## src/rtl/la_pkg.sv

```systemverilog
// Shared types and helpers for the logic capture engine.
package la_pkg;

    // Engine phase: waiting for arm, hunting for trigger, storing samples.
    typedef enum logic [1:0] {
        PH_IDLE = 2'd0,
        PH_HUNT = 2'd1,
        PH_CAPT = 2'd2
    } la_phase_e;

    // Index width with a floor of one bit.
    function automatic int idx_w(input int n);
        return (n > 1) ? $clog2(n) : 1;
    endfunction

endpackage

```

## src/rtl/la_sample_src.sv

```systemverilog
// Sample source: turns either the internal strobe or a synchronised
// rising edge of the external sample clock into a one-cycle sample
// valid with the channel word captured alongside.
// Assumes ext_sclk is asynchronous and slower than half the system clock,
// and that channels are stable around the external edge.
module la_sample_src #(
    parameter int NCH         = 8,
    parameter int SYNC_STAGES = 2
) (
    input  logic           clk,
    input  logic           rst_n,
    input  logic           state_mode,
    input  logic           ext_sclk,
    input  logic           smp_tick,
    input  logic [NCH-1:0] ch_in,
    output logic           smp_valid,
    output logic [NCH-1:0] smp_data
);

    logic [SYNC_STAGES:0] sync_q;
    logic                 ext_rise;
    logic                 take;

    // Synchroniser chain plus one history flop for edge detection.
    always_ff @(posedge clk) begin
        if (!rst_n) begin
            sync_q <= '0;
        end else begin
            sync_q <= {sync_q[SYNC_STAGES-1:0], ext_sclk};
        end
    end

    assign ext_rise = sync_q[SYNC_STAGES-1] & ~sync_q[SYNC_STAGES];
    assign take     = state_mode ? ext_rise : smp_tick;

    // Register the sample enable and the channel word it qualifies.
    always_ff @(posedge clk) begin
        if (!rst_n) begin
            smp_valid <= 1'b0;
            smp_data  <= '0;
        end else begin
            smp_valid <= take;
            if (take) begin
                smp_data <= ch_in;
            end
        end
    end

    // an external edge yields a single isolated sample.
    p_single_edge_r9: assert property (@(posedge clk) disable iff (!rst_n)
        (state_mode && smp_valid && !smp_tick) |=> !smp_valid);

endmodule

```

## src/rtl/la_trig_seq.sv

```systemverilog
// Trigger sequencer and run control. Walks the ordered pattern stages,
// counts hold runs, flags the completing sample of the last stage and
// holds the idle/hunt/capture phase until the buffer reports full.
// Assumes stage configuration is static while armed.
module la_trig_seq
    import la_pkg::*;
#(
    parameter int NCH  = 8,
    parameter int NSTG = 4,
    parameter int HW   = 16,
    localparam int SW  = idx_w(NSTG)
) (
    input  logic                clk,
    input  logic                rst_n,
    input  logic                arm,
    input  logic                smp_valid,
    input  logic [NCH-1:0]      smp_data,
    input  logic [NSTG*NCH-1:0] stg_mask,
    input  logic [NSTG*NCH-1:0] stg_value,
    input  logic [NSTG*HW-1:0]  stg_hold,
    input  logic                buf_full,
    output logic                clear,
    output logic                fire,
    output logic                capt_en,
    output logic                armed,
    output logic                capturing,
    output logic                done
);

    la_phase_e       phase;
    logic [SW-1:0]   stg;
    logic [HW-1:0]   hcnt;
    logic [NSTG-1:0] hit_v;
    logic [HW-1:0]   hold_a [NSTG];
    logic            cur_hit;
    logic [HW-1:0]   cur_hold;
    logic            last_stg;
    logic            stage_done;

    // Per-stage masked pattern compare and hold lookup.
    for (genvar g = 0; g < NSTG; g++) begin : g_stage
        assign hit_v[g]  = (((smp_data ^ stg_value[g*NCH +: NCH])
                             & stg_mask[g*NCH +: NCH]) == '0);
        assign hold_a[g] = stg_hold[g*HW +: HW];
    end

    assign cur_hit    = hit_v[stg];
    assign cur_hold   = hold_a[stg];
    assign last_stg   = (stg == SW'(NSTG - 1));
    assign stage_done = (phase == PH_HUNT) && smp_valid && cur_hit
                        && (hcnt == cur_hold);
    assign fire       = stage_done && last_stg;
    assign capt_en    = smp_valid && ((phase == PH_CAPT) || fire);
    assign clear      = arm && (phase == PH_IDLE);
    assign armed      = (phase != PH_IDLE);
    assign capturing  = (phase == PH_CAPT);

    // Phase, stage index and hold-run counter.
    always_ff @(posedge clk) begin
        if (!rst_n) begin
            phase <= PH_IDLE;
            stg   <= '0;
            hcnt  <= '0;
            done  <= 1'b0;
        end else begin
            case (phase)
                PH_IDLE: begin
                    if (arm) begin
                        phase <= PH_HUNT;
                        stg   <= '0;
                        hcnt  <= '0;
                        done  <= 1'b0;
                    end
                end
                PH_HUNT: begin
                    if (smp_valid) begin
                        if (!cur_hit) begin
                            hcnt <= '0;
                        end else if (hcnt == cur_hold) begin
                            hcnt <= '0;
                            if (last_stg) begin
                                phase <= PH_CAPT;
                            end else begin
                                stg <= stg + SW'(1);
                            end
                        end else begin
                            hcnt <= hcnt + HW'(1);
                        end
                    end
                end
                PH_CAPT: begin
                    if (buf_full) begin
                        phase <= PH_IDLE;
                        done  <= 1'b1;
                    end
                end
                default: phase <= PH_IDLE;
            endcase
        end
    end

    // the run counter never passes the stage's hold value.
    p_hold_bound_r4: assert property (@(posedge clk) disable iff (!rst_n)
        (phase == PH_HUNT) |-> (hcnt <= cur_hold));

    // a miss restarts the run at the same stage.
    p_miss_restart_r4: assert property (@(posedge clk) disable iff (!rst_n)
        (phase == PH_HUNT && smp_valid && !cur_hit) |=> (hcnt == '0 && $stable(stg)));

    // without a sample, the chain does not move.
    p_no_sample_hold_r3: assert property (@(posedge clk) disable iff (!rst_n)
        (phase == PH_HUNT && !smp_valid) |=> ($stable(stg) && $stable(hcnt)));

    // a full buffer ends the run with done set.
    p_full_ends_run_r7: assert property (@(posedge clk) disable iff (!rst_n)
        (phase == PH_CAPT && buf_full) |=> (phase == PH_IDLE && done));

endmodule

```

## src/rtl/la_cap_buf.sv

```systemverilog
// Capture buffer: appends qualified samples until DEPTH entries are held,
// keeps the fill count and serves a registered read port.
// Assumes the read port is used while no run is in progress.
module la_cap_buf
    import la_pkg::*;
#(
    parameter int NCH   = 8,
    parameter int DEPTH = 16,
    localparam int AW   = idx_w(DEPTH),
    localparam int CW   = $clog2(DEPTH + 1)
) (
    input  logic           clk,
    input  logic           rst_n,
    input  logic           clear,
    input  logic           wr_req,
    input  logic [NCH-1:0] wr_data,
    input  logic [AW-1:0]  rd_addr,
    output logic [NCH-1:0] rd_data,
    output logic [CW-1:0]  count,
    output logic           full
);

    logic [NCH-1:0] mem [DEPTH];
    logic           wr_go;

    assign full  = (count == CW'(DEPTH));
    assign wr_go = wr_req && !full;

    // Fill counter: cleared on arm, bumped on each accepted write.
    always_ff @(posedge clk) begin
        if (!rst_n) begin
            count <= '0;
        end else if (clear) begin
            count <= '0;
        end else if (wr_go) begin
            count <= count + CW'(1);
        end
    end

    // Sample storage at the current fill position.
    always_ff @(posedge clk) begin
        if (wr_go) begin
            mem[count[AW-1:0]] <= wr_data;
        end
    end

    // Registered read port.
    always_ff @(posedge clk) begin
        if (!rst_n) begin
            rd_data <= '0;
        end else begin
            rd_data <= mem[rd_addr];
        end
    end

    // the count never exceeds the buffer depth.
    p_count_bound_r7: assert property (@(posedge clk) disable iff (!rst_n)
        count <= CW'(DEPTH));

    // a full buffer accepts nothing more.
    p_no_overflow_r7: assert property (@(posedge clk) disable iff (!rst_n)
        (full && !clear) |=> $stable(count));

endmodule

```

## src/rtl/la_capture_engine.sv

```systemverilog
// Top of the logic capture engine: sample source, trigger sequencer,
// store filter and capture buffer.
// Assumes configuration ports are static while armed.
module la_capture_engine
    import la_pkg::*;
#(
    parameter int NCH         = 8,
    parameter int NSTG        = 4,
    parameter int HW          = 16,
    parameter int DEPTH       = 16,
    parameter int SYNC_STAGES = 2,
    localparam int AW         = idx_w(DEPTH),
    localparam int CW         = $clog2(DEPTH + 1)
) (
    input  logic                clk,
    input  logic                rst_n,
    input  logic                state_mode,
    input  logic                ext_sclk,
    input  logic                smp_tick,
    input  logic [NCH-1:0]      ch_in,
    input  logic                arm,
    input  logic [NSTG*NCH-1:0] trig_mask,
    input  logic [NSTG*NCH-1:0] trig_value,
    input  logic [NSTG*HW-1:0]  trig_hold,
    input  logic [NCH-1:0]      qual_mask,
    input  logic [NCH-1:0]      qual_value,
    input  logic [AW-1:0]       rd_addr,
    output logic [NCH-1:0]      rd_data,
    output logic                armed,
    output logic                triggered,
    output logic                full,
    output logic                done,
    output logic [CW-1:0]       count
);

    logic           smp_valid;
    logic [NCH-1:0] smp_data;
    logic           clear;
    logic           fire;
    logic           capt_en;
    logic           qual_hit;
    logic           wr_req;

    la_sample_src #(
        .NCH         (NCH),
        .SYNC_STAGES (SYNC_STAGES)
    ) i_src (
        .clk        (clk),
        .rst_n      (rst_n),
        .state_mode (state_mode),
        .ext_sclk   (ext_sclk),
        .smp_tick   (smp_tick),
        .ch_in      (ch_in),
        .smp_valid  (smp_valid),
        .smp_data   (smp_data)
    );

    la_trig_seq #(
        .NCH  (NCH),
        .NSTG (NSTG),
        .HW   (HW)
    ) i_seq (
        .clk       (clk),
        .rst_n     (rst_n),
        .arm       (arm),
        .smp_valid (smp_valid),
        .smp_data  (smp_data),
        .stg_mask  (trig_mask),
        .stg_value (trig_value),
        .stg_hold  (trig_hold),
        .buf_full  (full),
        .clear     (clear),
        .fire      (fire),
        .capt_en   (capt_en),
        .armed     (armed),
        .capturing (triggered),
        .done      (done)
    );

    // Store filter applied to every capture candidate.
    assign qual_hit = (((smp_data ^ qual_value) & qual_mask) == '0);
    assign wr_req   = capt_en && qual_hit;

    la_cap_buf #(
        .NCH   (NCH),
        .DEPTH (DEPTH)
    ) i_buf (
        .clk     (clk),
        .rst_n   (rst_n),
        .clear   (clear),
        .wr_req  (wr_req),
        .wr_data (smp_data),
        .rd_addr (rd_addr),
        .rd_data (rd_data),
        .count   (count),
        .full    (full)
    );

    // a qualifying triggering sample is stored in the same cycle.
    p_trigger_sample_r5: assert property (@(posedge clk) disable iff (!rst_n)
        (fire && qual_hit && !full) |=> (count == $past(count) + CW'(1)));

    // a filtered sample never changes the count.
    p_filtered_r6: assert property (@(posedge clk) disable iff (!rst_n)
        (smp_valid && !qual_hit && !clear) |=> $stable(count));

endmodule

```

## config.mk

```make
export PLATFORM = sky130hd
export DESIGN_NAME = la_capture_engine
export DESIGN_NICKNAME = d
export VERILOG_FILES = /design/src/rtl/la_pkg.sv /design/src/rtl/la_sample_src.sv /design/src/rtl/la_trig_seq.sv /design/src/rtl/la_cap_buf.sv /design/src/rtl/la_capture_engine.sv
export SDC_FILE = /design/constraint.sdc
export NUM_CORES = 1
export LEC_CHECK = 0
export ABC_AREA = 0
export BUFFER_PORTS_ARGS = -buffer_cell sky130_fd_sc_hd__buf_4
export CORE_MARGIN = 3
export CORE_UTILIZATION = 55
export CTS_BUF_LIST = sky130_fd_sc_hd__clkbuf_16
export CTS_CLUSTER_SIZE = 40
export DETAILED_ROUTE_END_ITERATION = 8
export MAX_ROUTING_LAYER = met4
export PLACE_DENSITY = 0.81
export SYNTH_ARGS = -nofsm -noshare
export SYNTH_HDL_FRONTEND = slang
export SYNTH_SLANG_ARGS = --single-unit
```

## constraint.sdc

```tcl
create_clock -name clk -period 9.62 [get_ports clk]
set_input_delay 0.962 -clock clk [delete_from_list [all_inputs] [get_ports clk]]
set_output_delay 0.962 -clock clk [all_outputs]
set_load 0.005 [all_outputs]
```

==> results of run 1 <==
## power groups by stage
stage          combinational, mW  clock (mW)  sequential [mW]
2_1_floorplan             0.0700           0            0.833
3_3_place_gp               0.133           0            0.844
3_5_place_dp               0.135           0            0.845
4_1_cts                    0.136       0.679            0.829
5_1_grt                    0.146       0.710            0.830
6_report                   0.136       0.670            0.829
## placed cells by master, fill, tap and decap left out, drive strengths merged, types with 2 or more instances in the layout
cell    instances
a21oi           5
o21a            2
nor3            9
xor2           50
edfxtp        128
nor2           31
clkinv          4
dfxtp          46
a221oi          5
a22o            5
inv            12
o21ai           8
nand3b          2
clkbuf         19
nor2b          14
or2             2
nand3          17
mux2i          11
buf           178
nand2          16
ha              6
mux4           56
nand4          10
nand2b          7
a222oi          5
and2           13
xnor2          20
o311ai          2
## flip-flops by register name, indices dropped and copies added (netlist names)
name / cells
i_buf.rd_data: 8
i_seq.phase: 2
i_buf.count: 5
i_src.sync_q: 3
i_src.smp_valid: 1
i_seq.stg: 2
i_buf.mem: 128
i_seq.done: 1
i_seq.hcnt: 16
i_src.smp_data: 8
## kinds of logic after synthesis
family	Yosys count
adder cells (fa/ha/maj)	6
multiplexers	67
flip-flops	174
AND/OR/NAND/NOR	129
buffers and inverters	34
XOR/XNOR	70
AO/OA/AOI/OAI	35
## cell usage after synthesis (2+ instances only)
cell type  count
and2_1        13
nor2b_1       14
xor2_1        50
nand2b_1       7
o21a_1         2
a22o_1         5
nand2_1       16
buf_2          3
nand3_1       16
ha_1           6
buf_1          5
mux4_1         6
dfxtp_1       46
a21oi_1        5
a221oi_1       5
mux4_2        50
or2_2          2
nor3_1         9
a222oi_1       5
o21ai_0        8
nor2_1        31
mux2i_1       11
clkbuf_1      22
nand3b_1       2
o311ai_0       2
inv_1          3
xnor2_1       20
edfxtp_1     128
nand4_1       10
## worst paths after layout
kind                                                 start                    endpoint  slack [ns]  cells past startpoint
worst max-delay path             i_seq.stg[0]$_SDFFE_PN0P_   i_buf.mem[1][4]$_DFFE_PP_        4.99                      8
worst min-delay path            i_src.sync_q[0]$_SDFF_PN0_  i_src.sync_q[1]$_SDFF_PN0_        0.44                      1
worst min register to register  i_src.sync_q[0]$_SDFF_PN0_  i_src.sync_q[1]$_SDFF_PN0_        0.44                      1
worst max register to register   i_seq.stg[0]$_SDFFE_PN0P_   i_buf.mem[1][4]$_DFFE_PP_        4.99                      8
## metal layers
layer / wire length (microns) / vias up
met5: 0 / -
met4: 481 / 0
met3: 1210 / 32
met2: 9990 / 237
met1: 7610 / 2532
li1: - / 2322
## area by class of cell
| cell class | count | area (sq um) | area share |
|---|---|---|---|
| multi-input combinational | 307 | 3030 | 0.304 |
| inverter | 3 | 11.3 | 0.00113 |
| clock buffer | 19 | 475 | 0.0478 |
| tap | 180 | 225 | 0.0226 |
| clock inverter | 13 | 116 | 0.0117 |
| timing repair buffer | 178 | 1340 | 0.134 |
| sequential | 174 | 4760 | 0.479 |
==> reports/qor.yml, run 1 <==
outcome:
  status: "finished, final reports clean"
job:
  maxCapViolations: 0
clocking:
  post-cts-setup-buffer-count: 0
  cts.sinks: 174
  cts_hold_buf: 0
  cts_root_buffer: "clkbuf_16"
  clockBufferDepth: 2
  clock_latency_ns: 0.42
  h-tree-depth: 4
  cts_buffers: 17
  path_clk_slew_ns: 0.07
  cts_tree: "built"
  post_cts_resized: 0
die:
  die_h_microns: 126
  die_w_microns: 126
  io-pin-count: 179
  num_rows: 43
  core_sq_um: 14000
  start_util: 0.567
  die-area_sq_um: 15900
global_routing:
  grt_use_total: 0.258
  antenna_found_initial: 0
  gr-total-overflow: 0
  grt_pass1_vias: 5401
  grt_pass1_wl_microns: 30100
  grt_max_degree: 33
  use_met2: 0.424
  grt_busiest_layer: "met2"
  use_met3: 0.0513
  grt_use_met1: 0.326
route:
  drt_wl_total_microns: 19300
  vias_per_cell: 5.86
  first_pass_iters: 5
  drc: 0
  wl_per_cell_microns: 22.1
  drt_iter0_drc: 471
  final_antenna_net_count: 0
  vias: 5123
critical_path:
  critical_path_peak_fanout: 23
  start_kind: "flip-flop"
  critPathRequiredTime_ns: 9.65
  end_kind: "flip-flop"
  cpLargestDelayFamily: "simple AND/OR/NAND/NOR gates"
  cpPeakStageDelay_ns: 1.10
  critPathSlowestCell: "dfxtp_1"
  worstPathArrival_ns: 4.66
  path_class: "flip-flop to flip-flop"
  path_cells: "mux4_1, xnor2_1, nand4_1, nor4_2, nand3_2, o31a_1, nand2b_1, nor3_1"
  crit_buf_inv: 0
synth:
  synth_area_leaders: "edfxtp_1, mux4_2, dfxtp_1, xor2_1, xnor2_1"
  synth-seq-cells: 174
  synth_edf_count: 128
  synthesis.area_sq_um: 7930
  avgSynthCellArea_sq_um: 15.4
  synthFlopType: "edfxtp_1"
  yosysWarnings: 0
  synthXorXnorAreaFrac: 0.0773
  synth_compound_area_frac: 0.0331
  syn_nets: 683
  synth_seq_area_share: 0.601
  syn_inst: 515
  synthAdderAreaFrac: 0.00947
  yosysTopAreaCell: "edfxtp_1"
  yosys.area_share.simple: 0.0861
  synth_top_family_by_area: "multiplexers"
  ys_types: 42
  async_flop_share: 0
  synthMuxAreaShare: 0.176
  synth_top_area_frac: 0.485
power_and_ir_drop:
  clockPowerShare: 0.410
  power_density_nw_per_um2: 164
  finalPower_mw: 1.63
  netSwitchingPower_uw: 365
  intPower_mw: 1.27
  swShare: 0.224
  comb_power_share: 0.083
  leakage_nw: 3.65
  vdd_ir_drop_max_v: 0.000155
  pwr-share-seq: 0.507
placement:
  hpwl_microns: 14200
  dp.cells: 842
  place.gp.congestion: 0.884
  io_buffers: 178
  postPlaceCellArea_sq_um: 9370
  place_ws_ns: 4.86
timing:
  fin_crit_sh: 0.481
  finalSetupViolCount: 0
  fin_crit_ns: 4.63
  finClkSkew_ns: 0.0150
  slew_viol_final: 0
  slew_headroom: 0.199
  hold_slack_ns: 0.442
  rsz0062_at_grt: "no"
  setup_ws_ns: 4.99
  hold_violations: 0
  fmax_ghz: 0.216
  worst_pin_slew_ns: 1.17
  final.setup.tns_ns: 0
cells_and_area:
  fill_cells: 938
  drive_above_1_share: 0.380
  insertedDiodeCount: 0
  syn_to_final_growth_pct: 25.5
  finalInstanceArea_sq_um: 9960
  final_nets: 849
  final_util: 0.712
  instances_no_fill: 874
min_path:
  hold_class: "flip-flop to flip-flop"
No activity file was read; power rests on OpenSTA's default activity.
==> run 2, diff against run 1 <==
Settings changed: CORE_UTILIZATION 55 to 49, PLACE_DENSITY 0.81 to 0.76.
Clock period 9.62 ns to 3.7 ns, I/O delays scaled along.
==> run 2 against run 1 <==
Clock skew decreased by 0.0018 ns. Utilization decreased by 5.5 points. Sequential share of layout area decreased by 1.1 points. Register-to-register slack got worse by 4.7 ns. Maximum frequency increased by 36%. Routed wire length increased by 4.1%. Count of clock-buffer cells in the layout decreased by 2. Sequential cell count unchanged. Global-route usage decreased by 1.7 points. Clock power increased to 2.6 times the previous value. Cell count increased by 6.9%. Worst hold slack got worse by 0.29 ns. Highest routed layer unchanged.
==> reports/qor.yml, run 2 (same netlist as run 1, synthesis figures left out) <==
route:
  drt_wl_total_microns: 20100
  drt_iter0_drc: 504
  final_antenna_net_count: 0
  vias_per_cell: 5.59
  first_pass_iters: 5
  wl_per_cell_microns: 21.5
  vias: 5223
  drc: 0
global_routing:
  grt_max_degree: 33
  gr-total-overflow: 0
  grt_pass1_vias: 5501
  grt_pass1_wl_microns: 31100
  antenna_found_initial: 2
  grt_use_total: 0.242
timing:
  slew_headroom: 0.234
  fin_crit_ns: 3.41
  finClkSkew_ns: 0.0132
  hold_violations: 0
  fin_crit_sh: 0.922
  rsz0062_at_grt: "no"
  worst_pin_slew_ns: 1.12
  finalSetupViolCount: 0
  final.setup.tns_ns: 0
  fmax_ghz: 0.293
  hold_slack_ns: 0.149
  slew_viol_final: 0
critical_path:
  end_kind: "flip-flop"
  worstPathArrival_ns: 3.55
  path_class: "flip-flop to flip-flop"
  cpLargestDelayFamily: "simple AND/OR/NAND/NOR gates"
  critPathRequiredTime_ns: 3.84
  start_kind: "flip-flop"
  cpPeakStageDelay_ns: 0.58
  path_cells: "buf_12, mux4_1, xnor2_1, nand4_1, nor4_2, nand3_2, o31a_1, nand2b_1, nor3_1, buf_4"
  crit_buf_inv: 2
  critical_path_peak_fanout: 16
  critPathSlowestCell: "mux4_1"
die:
  die-area_sq_um: 17700
  num_rows: 45
  io-pin-count: 179
  die_h_microns: 133
  die_w_microns: 133
  start_util: 0.510
  core_sq_um: 15500
clocking:
  cts_buffers: 17
  post-cts-setup-buffer-count: 0
  clockBufferDepth: 2
  post_cts_resized: 0
  clock_latency_ns: 0.43
  cts_root_buffer: "clkbuf_16"
  h-tree-depth: 4
  cts_hold_buf: 0
  cts.sinks: 174
  cts_tree: "built"
  path_clk_slew_ns: 0.07
cells_and_area:
  final_common_cell: "buf_4"
  finalInstanceArea_sq_um: 10200
  final_util: 0.656
  instances_no_fill: 934
  syn_to_final_growth_pct: 28.6
  drive_above_1_share: 0.401
  final_nets: 876
  layout_common_cells: "buf_4, edfxtp_1, xor2_1, mux4_2, dfxtp_1"
  largest_reg_flops: 128
min_path:
  hold_class: "input port to flip-flop"
placement:
  postPlaceCellArea_sq_um: 9620
  dp.cells: 900
  io_buffers: 178
  place.gp.congestion: 0.929
  hpwl_microns: 15400
power_and_ir_drop:
  leakage_nw: 3.79
  power_density_nw_per_um2: 415
  vdd_ir_drop_max_v: 0.000336
job:
  maxCapViolations: 0
outcome:
  status: "finished, final reports clean"
==> run 2: power by group <==
part / leakage [nW] / total (mW) / internal [mW] / switching, mW
Combinational: 2.02 / 0.388 / 0.231 / 0.157
Sequential: 1.48 / 2.13 / 2.11 / 0.0208
Clock: 0.280 / 1.71 / 0.991 / 0.723
==> run 2: routing by layer <==
metal  wire length, microns  global-route usage  vias to the layer above
met4                    815               0.121                        0
met5                      0                   -                        -
met3                   1120              0.0472                       45
met2                  10500               0.396                      247
met1                   7690               0.288                     2546
li1                       -                   -                     2385
==> run 2: per-stage QoR <==
stage | power [mW] | setup WS, ns
3_3_place_gp | 2.55 | 0.390
5_1_grt | 4.37 | 0.0594
2_1_floorplan | 2.35 | 0.190
6_report | 4.23 | 0.288
4_1_cts | 4.27 | 0.273
3_5_place_dp | 2.56 | 0.293
==> run 2: worst paths after layout <==
check	slack [ns]	endpoint	startpoint	depth (start not counted)
max reg2reg	0.29	i_buf.mem[0][1]$_DFFE_PP_	i_seq.stg[0]$_SDFFE_PN0P_	10
max	0.29	i_buf.mem[0][1]$_DFFE_PP_	i_seq.stg[0]$_SDFFE_PN0P_	10
min	0.15	i_src.sync_q[0]$_SDFF_PN0_	ext_sclk	2
min reg2reg	0.44	i_src.sync_q[1]$_SDFF_PN0_	i_src.sync_q[0]$_SDFF_PN0_	1
==> run 2: cell type report <==
class / instances / area (sq um)
Sequential cell: 174 / 4760
Clock inverter: 15 / 150
Tap cell: 211 / 264
Multi-Input combinational cell: 307 / 3030
Antenna cell: 2 / 5.00
Timing Repair Buffer: 205 / 1550
Inverter: 3 / 11.3
Fill cell: 1140 / 5340
Clock buffer: 17 / 425
